==> config.mk <==
export PLATFORM = sky130hd
export DESIGN_NAME = wino_dft8
export DESIGN_NICKNAME = d
export VERILOG_FILES = /design/src/rtl/wino_dft8.sv
export SDC_FILE = /design/constraint.sdc
export NUM_CORES = 2
export LEC_CHECK = 0
export ABC_AREA = 1
export BUFFER_PORTS_ARGS = -buffer_cell sky130_fd_sc_hd__clkbuf_2
export CAP_MARGIN = 5
export CORE_MARGIN = 3
export CORE_UTILIZATION = 35
export DETAILED_ROUTE_END_ITERATION = 12
export GPL_ROUTABILITY_DRIVEN = 0
export GPL_TIMING_DRIVEN = 1
export PLACE_DENSITY_LB_ADDON = 0.1
export SLEW_MARGIN = 10
export SYNTH_ARGS = -nofsm -noshare
export SYNTH_HDL_FRONTEND = slang
export SYNTH_SLANG_ARGS = --single-unit
==> constraint.sdc <==
create_clock -name clk -period 6.7 [get_ports clk]
set_clock_uncertainty 0.1 [all_clocks]
set_input_delay 0.67 -clock clk [delete_from_list [all_inputs] [get_ports clk]]
set_output_delay 0.67 -clock clk [all_outputs]
set_load 0.02 [all_outputs]
==> src/rtl/wino_dft8.sv <==
module wino_dft8 #(
  parameter int IN_W = 12,
  localparam int OUT_W = IN_W + 3
) (
  input  logic                    clk,
  input  logic                    rst_n,
  input  logic                    in_valid,
  input  logic signed [IN_W-1:0]  in_re,
  input  logic signed [IN_W-1:0]  in_im,
  output logic                    out_valid,
  output logic                    out_first,
  output logic signed [OUT_W-1:0] out_re,
  output logic signed [OUT_W-1:0] out_im
);

  localparam int PW = OUT_W + 9;
  localparam int SH = 8;
  localparam logic signed [PW-1:0] HALF = PW'(1 << (SH - 1));

  typedef logic signed [OUT_W-1:0] word_t;
  typedef logic signed [PW-1:0] wide_t;
  typedef struct packed { word_t re; word_t im; } cpx_t;

  function automatic cpx_t cadd(cpx_t a, cpx_t b);
    cpx_t r;
    r.re = a.re + b.re;
    r.im = a.im + b.im;
    return r;
  endfunction

  function automatic cpx_t csub(cpx_t a, cpx_t b);
    cpx_t r;
    r.re = a.re - b.re;
    r.im = a.im - b.im;
    return r;
  endfunction

  function automatic cpx_t cmj(cpx_t a);
    cpx_t r;
    r.re = a.im;
    r.im = -a.re;
    return r;
  endfunction

  function automatic wide_t x181(word_t v);
    wide_t e;
    e = PW'(v);
    return (e <<< 7) + (e <<< 5) + (e <<< 4) + (e <<< 2) + e;
  endfunction

  function automatic word_t rnd(wide_t p);
    wide_t t;
    t = (p + HALF) >>> SH;
    return word_t'(t);
  endfunction

  logic [2:0] wr_idx;
  logic [6:0] vld;
  logic [2:0] rd_idx;
  cpx_t buf_q [7];
  cpx_t s0 [8];
  cpx_t sa [8];
  cpx_t sb [8];
  cpx_t sc [6];
  wide_t p4r, p4i, p5r, p5i;
  cpx_t sm [8];
  cpx_t sd [8];
  cpx_t se [8];
  cpx_t x_in;
  logic last_in;

  assign x_in.re = word_t'(in_re);
  assign x_in.im = word_t'(in_im);
  assign last_in = in_valid && (wr_idx == 3'd7);

  always_ff @(posedge clk) begin
    if (!rst_n) begin
      wr_idx <= '0;
      vld    <= '0;
    end else begin
      if (in_valid) wr_idx <= wr_idx + 1'b1;
      vld <= {vld[5:0], last_in};
    end
  end

  always_ff @(posedge clk) begin
    if (in_valid && !last_in) buf_q[wr_idx] <= x_in;
    if (last_in) begin
      for (int i = 0; i < 7; i++) s0[i] <= buf_q[i];
      s0[7] <= x_in;
    end
  end

  always_ff @(posedge clk) begin
    sa[0] <= cadd(s0[0], s0[4]);
    sa[1] <= csub(s0[0], s0[4]);
    sa[2] <= cadd(s0[2], s0[6]);
    sa[3] <= csub(s0[2], s0[6]);
    sa[4] <= cadd(s0[1], s0[5]);
    sa[5] <= csub(s0[1], s0[5]);
    sa[6] <= cadd(s0[3], s0[7]);
    sa[7] <= csub(s0[3], s0[7]);
  end

  always_ff @(posedge clk) begin
    sb[0] <= cadd(sa[0], sa[2]);
    sb[1] <= csub(sa[0], sa[2]);
    sb[2] <= cadd(sa[4], sa[6]);
    sb[3] <= csub(sa[4], sa[6]);
    sb[4] <= cadd(sa[5], sa[7]);
    sb[5] <= csub(sa[5], sa[7]);
    sb[6] <= sa[1];
    sb[7] <= sa[3];
  end

  always_ff @(posedge clk) begin
    sc[0] <= cadd(sb[0], sb[2]);
    sc[1] <= csub(sb[0], sb[2]);
    sc[2] <= sb[1];
    sc[3] <= cmj(sb[3]);
    sc[4] <= sb[6];
    sc[5] <= cmj(sb[7]);
    p5r   <= x181(sb[5].re);
    p5i   <= x181(sb[5].im);
    p4r   <= x181(sb[4].re);
    p4i   <= x181(sb[4].im);
  end

  always_ff @(posedge clk) begin
    for (int i = 0; i < 6; i++) sm[i] <= sc[i];
    sm[6].re <= rnd(p5r);
    sm[6].im <= rnd(p5i);
    sm[7].re <= rnd(p4i);
    sm[7].im <= -rnd(p4r);
  end

  always_ff @(posedge clk) begin
    sd[0] <= sm[0];
    sd[1] <= sm[1];
    sd[2] <= cadd(sm[2], sm[3]);
    sd[3] <= csub(sm[2], sm[3]);
    sd[4] <= cadd(sm[4], sm[5]);
    sd[5] <= csub(sm[4], sm[5]);
    sd[6] <= cadd(sm[6], sm[7]);
    sd[7] <= csub(sm[6], sm[7]);
  end

  always_ff @(posedge clk) begin
    if (vld[5]) begin
      se[0] <= sd[0];
      se[1] <= cadd(sd[4], sd[6]);
      se[2] <= sd[2];
      se[3] <= csub(sd[5], sd[7]);
      se[4] <= sd[1];
      se[5] <= csub(sd[4], sd[6]);
      se[6] <= sd[3];
      se[7] <= cadd(sd[5], sd[7]);
    end
  end

  always_ff @(posedge clk) begin
    if (!rst_n) begin
      out_valid <= 1'b0;
      out_first <= 1'b0;
      out_re    <= '0;
      out_im    <= '0;
      rd_idx    <= '0;
    end else if (vld[6]) begin
      out_valid <= 1'b1;
      out_first <= 1'b1;
      out_re    <= se[0].re;
      out_im    <= se[0].im;
      rd_idx    <= 3'd1;
    end else if (rd_idx != 3'd0) begin
      out_valid <= 1'b1;
      out_first <= 1'b0;
      out_re    <= se[rd_idx].re;
      out_im    <= se[rd_idx].im;
      rd_idx    <= rd_idx + 1'b1;
    end else begin
      out_valid <= 1'b0;
      out_first <= 1'b0;
    end
  end

endmodule

Yosys cells after proc, flatten, opt, wreduce, memory -nomap -nowiden
Memory sizes are Yosys's and may differ from the RTL's. Index checks and enable logic that the tools add are counted.

Equal/unequal tests: 1. Magnitude comparators: 0. Divide/modulo/power cells: 0. Bitwise operators: 1. Muxes and demuxes: 15. $add $sub $neg: 77. Reduce and logical (&&, ||, !) cells: 6. Shift-type cells: 0. $mul: 0.

Operators with widths (number): adder 15 bit (26); subtractor 15 bit (26); adder 22 x 20 -> 23 bit (4); adder 23 x 15 -> 23 bit (4); adder 23 x 17 -> 23 bit (4); adder 23 x 19 -> 23 bit (4); adder 23 x 9 -> 23 bit, second input constant (4); 2-to-1 mux 15 bit (4); negator 15 bit (3); 2-to-1 mux 1 bit (11); adder 3 x 1 -> 3 bit, second input constant (2); equality test 3 bit, second input constant (1); nonzero test 3 bit (1); logical AND 1 bit (2); nonzero test 2 bit (1); OR reduction 2 bit (1); zero test 1 bit (1); NOT 1 bit (1).

Memories kept: 8. Input bits: 27. Output and inout bits: 32. Register bits: 137. Memory bits (read-only): 0. Memory bits (writable): 1830. Latch bits: 0.

Memories: s0 (words 8, bits a word 30, read ports 8, clocked after Yosys merged registers in 0, write ports 8, RTL line 61) `cpx_t s0 [8];`; sa (words 8, bits a word 30, read ports 8, clocked after Yosys merged registers in 0, write ports 8, RTL line 62) `cpx_t sa [8];`; sb (words 8, bits a word 30, read ports 8, clocked after Yosys merged registers in 0, write ports 8, RTL line 63) `cpx_t sb [8];`; sd (words 8, bits a word 30, read ports 8, clocked after Yosys merged registers in 0, write ports 8, RTL line 67) `cpx_t sd [8];`; se (words 8, bits a word 30, read ports 2, clocked after Yosys merged registers in 0, write ports 8, RTL line 68) `cpx_t se [8];`; sm (words 8, bits a word 30, read ports 8, clocked after Yosys merged registers in 0, write ports 8, RTL line 66) `cpx_t sm [8];`; 2 more memories.

Logic depth before layout (Yosys ltp)
Depth after elaboration: 6. Gate-level depth with buffers: 18. Gate-level depth less buffers: 18.

Worst setup path after synthesis
No wires, ideal clock.

Kind: register -> register. From: reg vld[5]. To: mem se[0][0] (netlist name) (enable). Slack: 0.656 ns. Required time: 5.986 ns. Setup time: 0.614 ns. Clock period less this slack: 6.044 ns. Data arrival time: 5.330 ns. Path buffers: 0. Stages on the path, launching flop included: 1. Path through: dfxtp_1.

RTL lines: start: declaration (RTL line 58) `logic [6:0] vld;`; start signal: assignment (RTL line 82) `vld <= {vld[5:0], last_in};`; end: declaration (RTL line 68).

==> metrics.md <==
| Metric | Value |
|---|---|
| Status | finished, final reports clean |
| Core ar. | 0.2551 mm² |
| Register share of total power | 38.2% |
| Number of global-route vias before repair | 62020 |
| Synth top area cells | dfxtp_1, edfxtp_1, ha_1 |
| Die height | 513.3 µm |
| Clock buffer depth | 3 |
| CP max FO | 9 |
| Worst min path class | primary input to register |
| Root buf cell | clkbuf_16 |
| Initial Util | around a third |
| Clock Latency Late Sink | roughly 0.86 ns |
| #FFs+latches synth | about 1800 |
| Final ANT Viol Nets | 0 |
| TritonCTS clock tree | done |
| Post-synth top area share | 27.13% |
| Routed WL per cell | 19.13 µm |
| Nets | 10810 |
| Most used DFF post-synth | dfxtp_1 |
| Setup TNS | 0 ns |
| Clk sinks | 1811 |
| Layout Utilization | 39.46% |
| Layout area overhead | 11.74% |
| Routed WL | ~250000 µm |
| Syn Std Cell Area | 0.09009 mm² |
| Fin crit share | 60.81% |
| Crit start category | register |
| Worst Setup SP | sb[1][45] |
| Die area | 0.2635 mm² |
| Max_cap viols | 0 |
| Relative slew slack | 20.98% |
| Least-Margin Pin Slew | 1.184 ns |
| Post-CTS sizing | 0 |
| Violation count after the first detailed-route iteration | between 4000 and 5000 |
| Critical Path End Type | register |
| Pwr Density | between 300 and 400 mW/mm² |
| Max IR drop VDD | roughly 0.28 mV |
| GR Overflow Total | 0 |
| Logic pwr share | 30.5% |
| Layout cells sized above 1 | about 4.7% |
| Clock slew at reported path FFs | 0.06 ns |
| Sequential-to-total area share from yosys stat | 46.80% |
| FF-to-FF Start | sb[1][45] |
| Initial antenna violation count | 41 |
| Netlist cell types | 47 |
| CP Data Required Time | 7.32 ns |
| Row count | between 150 and 200 |
| Total CTS buffers | 200 |
| EDFF count, synth | 590 |
| Min-Delay Startpoint | in_re[11] |
| Mapped Avg Cell Area | 9.251 µm² |
| Htree depth | 4 |
| DRT Pass-1 Iters | 6 |
| Largest net degree at the start of global routing | 165 |
| Cell count after placement | 12920 |
| Vias | 62970 |
| Synth Net Count | 10780 |
| First-pass GRT wire length | 382300 µm |
| Post-Syn Instances | approximately 9700 |
| Final count of negative-setup-slack endpoints | 0 |
| LEAKAGE | 46.59 nW |
| Fmax | 245.4 MHz |
| Slew Viols, Final | 0 |
| Die width | 513.3 µm |
| DRC violations left | 0 |
| Arrival time worst endpoint | 4.70 ns |
| # hold bufs at CTS | 0 |
| Final cell count without fillers | 13300 |
| Clock Power Share | 31.3% |
| Postcts setup bufs | 0 |
| Critical path class | register to register |
| Total GRT Usage | 18.94% |
| P_sw | 0.01288 W |
| DP Wirelength | roughly 210000 µm |
| I/O Buffers | 58 |
| YS warnings | 0 |
| Hold slack | around 0.15 ns |
| RSZ-0062 raised after global routing | no |
| Int Power | around 0.023 W |
| Minimum clock period | 4.074 ns |
| I/O pin count | between 50 and 60 |
| Synth area leader | dfxtp_1 |
| Via density | approximately 4.7 |
| Final Hold Viols | 0 |
| Async SR Flop Fraction | 0% |
| Switching Share | 35.89% |
## worst max-delay path, cell delays in order (launching register included)
cell and delay (ns):
dfxtp_1 0.65, inv_1 0.33, fa_1 0.60, inv_1 0.05
fa_1 0.50, fa_1 0.42, ha_1 0.35, nand2_1 0.08
o21ai_0 0.31, nand2_1 0.11, nand3_1 0.18, nand3_1 0.13
nand3_1 0.10, nand2_1 0.06
## per-layer routing
layer	up-vias	share of wire (%)	global-route usage [%]
li1	31380	-	-
met1	29820	50	28.11
met3	285	4.1	2.137
met4	6	2.5	5.113
met2	1483	43	29.06
met5	-	0.018	0
## path summary, 6_finish.rpt
kind	end	slack, ns	depth (start not counted)
max	p5r[20]	2.63	13
min	s0[1][118]	0.15	1
max reg2reg	p5r[20]	2.63	13
min reg2reg	sd[0][11]	0.20	0
## through the flow
stage | worst slack (ns) | cell area [µm²] | total power [W]
after global routing | 2.418 | 100600 | 0.03810
after floorplan | 0.6564 | 90090 | 0.02113
after detailed placement | 2.619 | 93730 | 0.02491
final | 2.626 | 100700 | 0.03589
after global placement | 2.687 | 93730 | 0.02486
after CTS | 2.608 | 100600 | 0.03630
## synth_stat cells, types with 6 or more instances
cell and number:
a21boi_0 30, a21o_1 44, o21ai_2 18, o31ai_1 9, edfxtp_1 590, a221oi_1 7, o21bai_1 80, a31oi_1 94
nand4_1 184, a21boi_1 16, or2_0 21, clkbuf_1 174, or2_2 13, nand2_2 7, o2111ai_1 11, nand3b_1 21
nor3_1 137, inv_1 1638, nand3_1 356, o2bb2ai_1 10, ha_1 823, o211ai_1 39, nor2_1 804, buf_2 73
a21oi_1 586, nand2_1 1318, a22oi_1 6, o21ai_1 42, o21ai_0 375, xor2_1 662, dfxtp_1 1221, xnor2_1 69
fa_1 196, o22ai_1 26
## layout make-up
cell class	count	area [µm²]
Multi-Input combinational cell	6030	40760
Clock inverter	102	1304
Fill cell	25340	154400
Clock buffer	269	5607
Timing Repair Buffer	73	415.4
Tap cell	3366	4212
Sequential cell	1811	42170
Inverter	1643	6175
Antenna cell	9	22.52
## logic make-up (layout without fill, tap and decap cells)
kind of cell,Yosys count,in the layout,share of synthesized area [%]
AO/OA/AOI/OAI,1401,1401,8.787
XOR/XNOR,732,732,7.125
adder cells (fa/ha/maj),1019,1019,15.79
buffers and inverters,1897,2087,8.008
flip-flops,1811,1811,46.80
other,0,9,0
AND/OR/NAND/NOR,2878,2878,13.49
## power by group through the flow
stage	Clock (W)	Combinational [W]	Sequential, W
after floorplan	0	0.00750	0.0136
after global placement	0	0.0109	0.0140
after detailed placement	0	0.0109	0.0140
after CTS	0.0116	0.0110	0.0137
after global routing	0.0120	0.0122	0.0138
final	0.0112	0.0109	0.0137
## cells in the final DEF (no fill, tap or decap), drive strengths merged, types with 34 or more instances in the layout
cell type and count:
inv 1653, nand2 1325, dfxtp 1221, ha 823, nor2 811, xor2 663, edfxtp 590, a21oi 586
o21ai 435, nand3 358, clkbuf 327, fa 196, nand4 184, nor3 142, a31oi 94, o21bai 80
xnor2 69, clkinv 59, a21boi 46, a21o 44, o211ai 39, or2 34
## state kept, by name (all words and copies together) (netlist names), 7 cells and up
register and cells:
p4i 16, sc 178, out_im 15, sd 232, sa 232, buf_q 168
s0 192, se 230, p5r 16, out_re 15, vld 7, sb 232
sm 238, p4r 16, p5i 16
(Power assumes the default switching activity.)
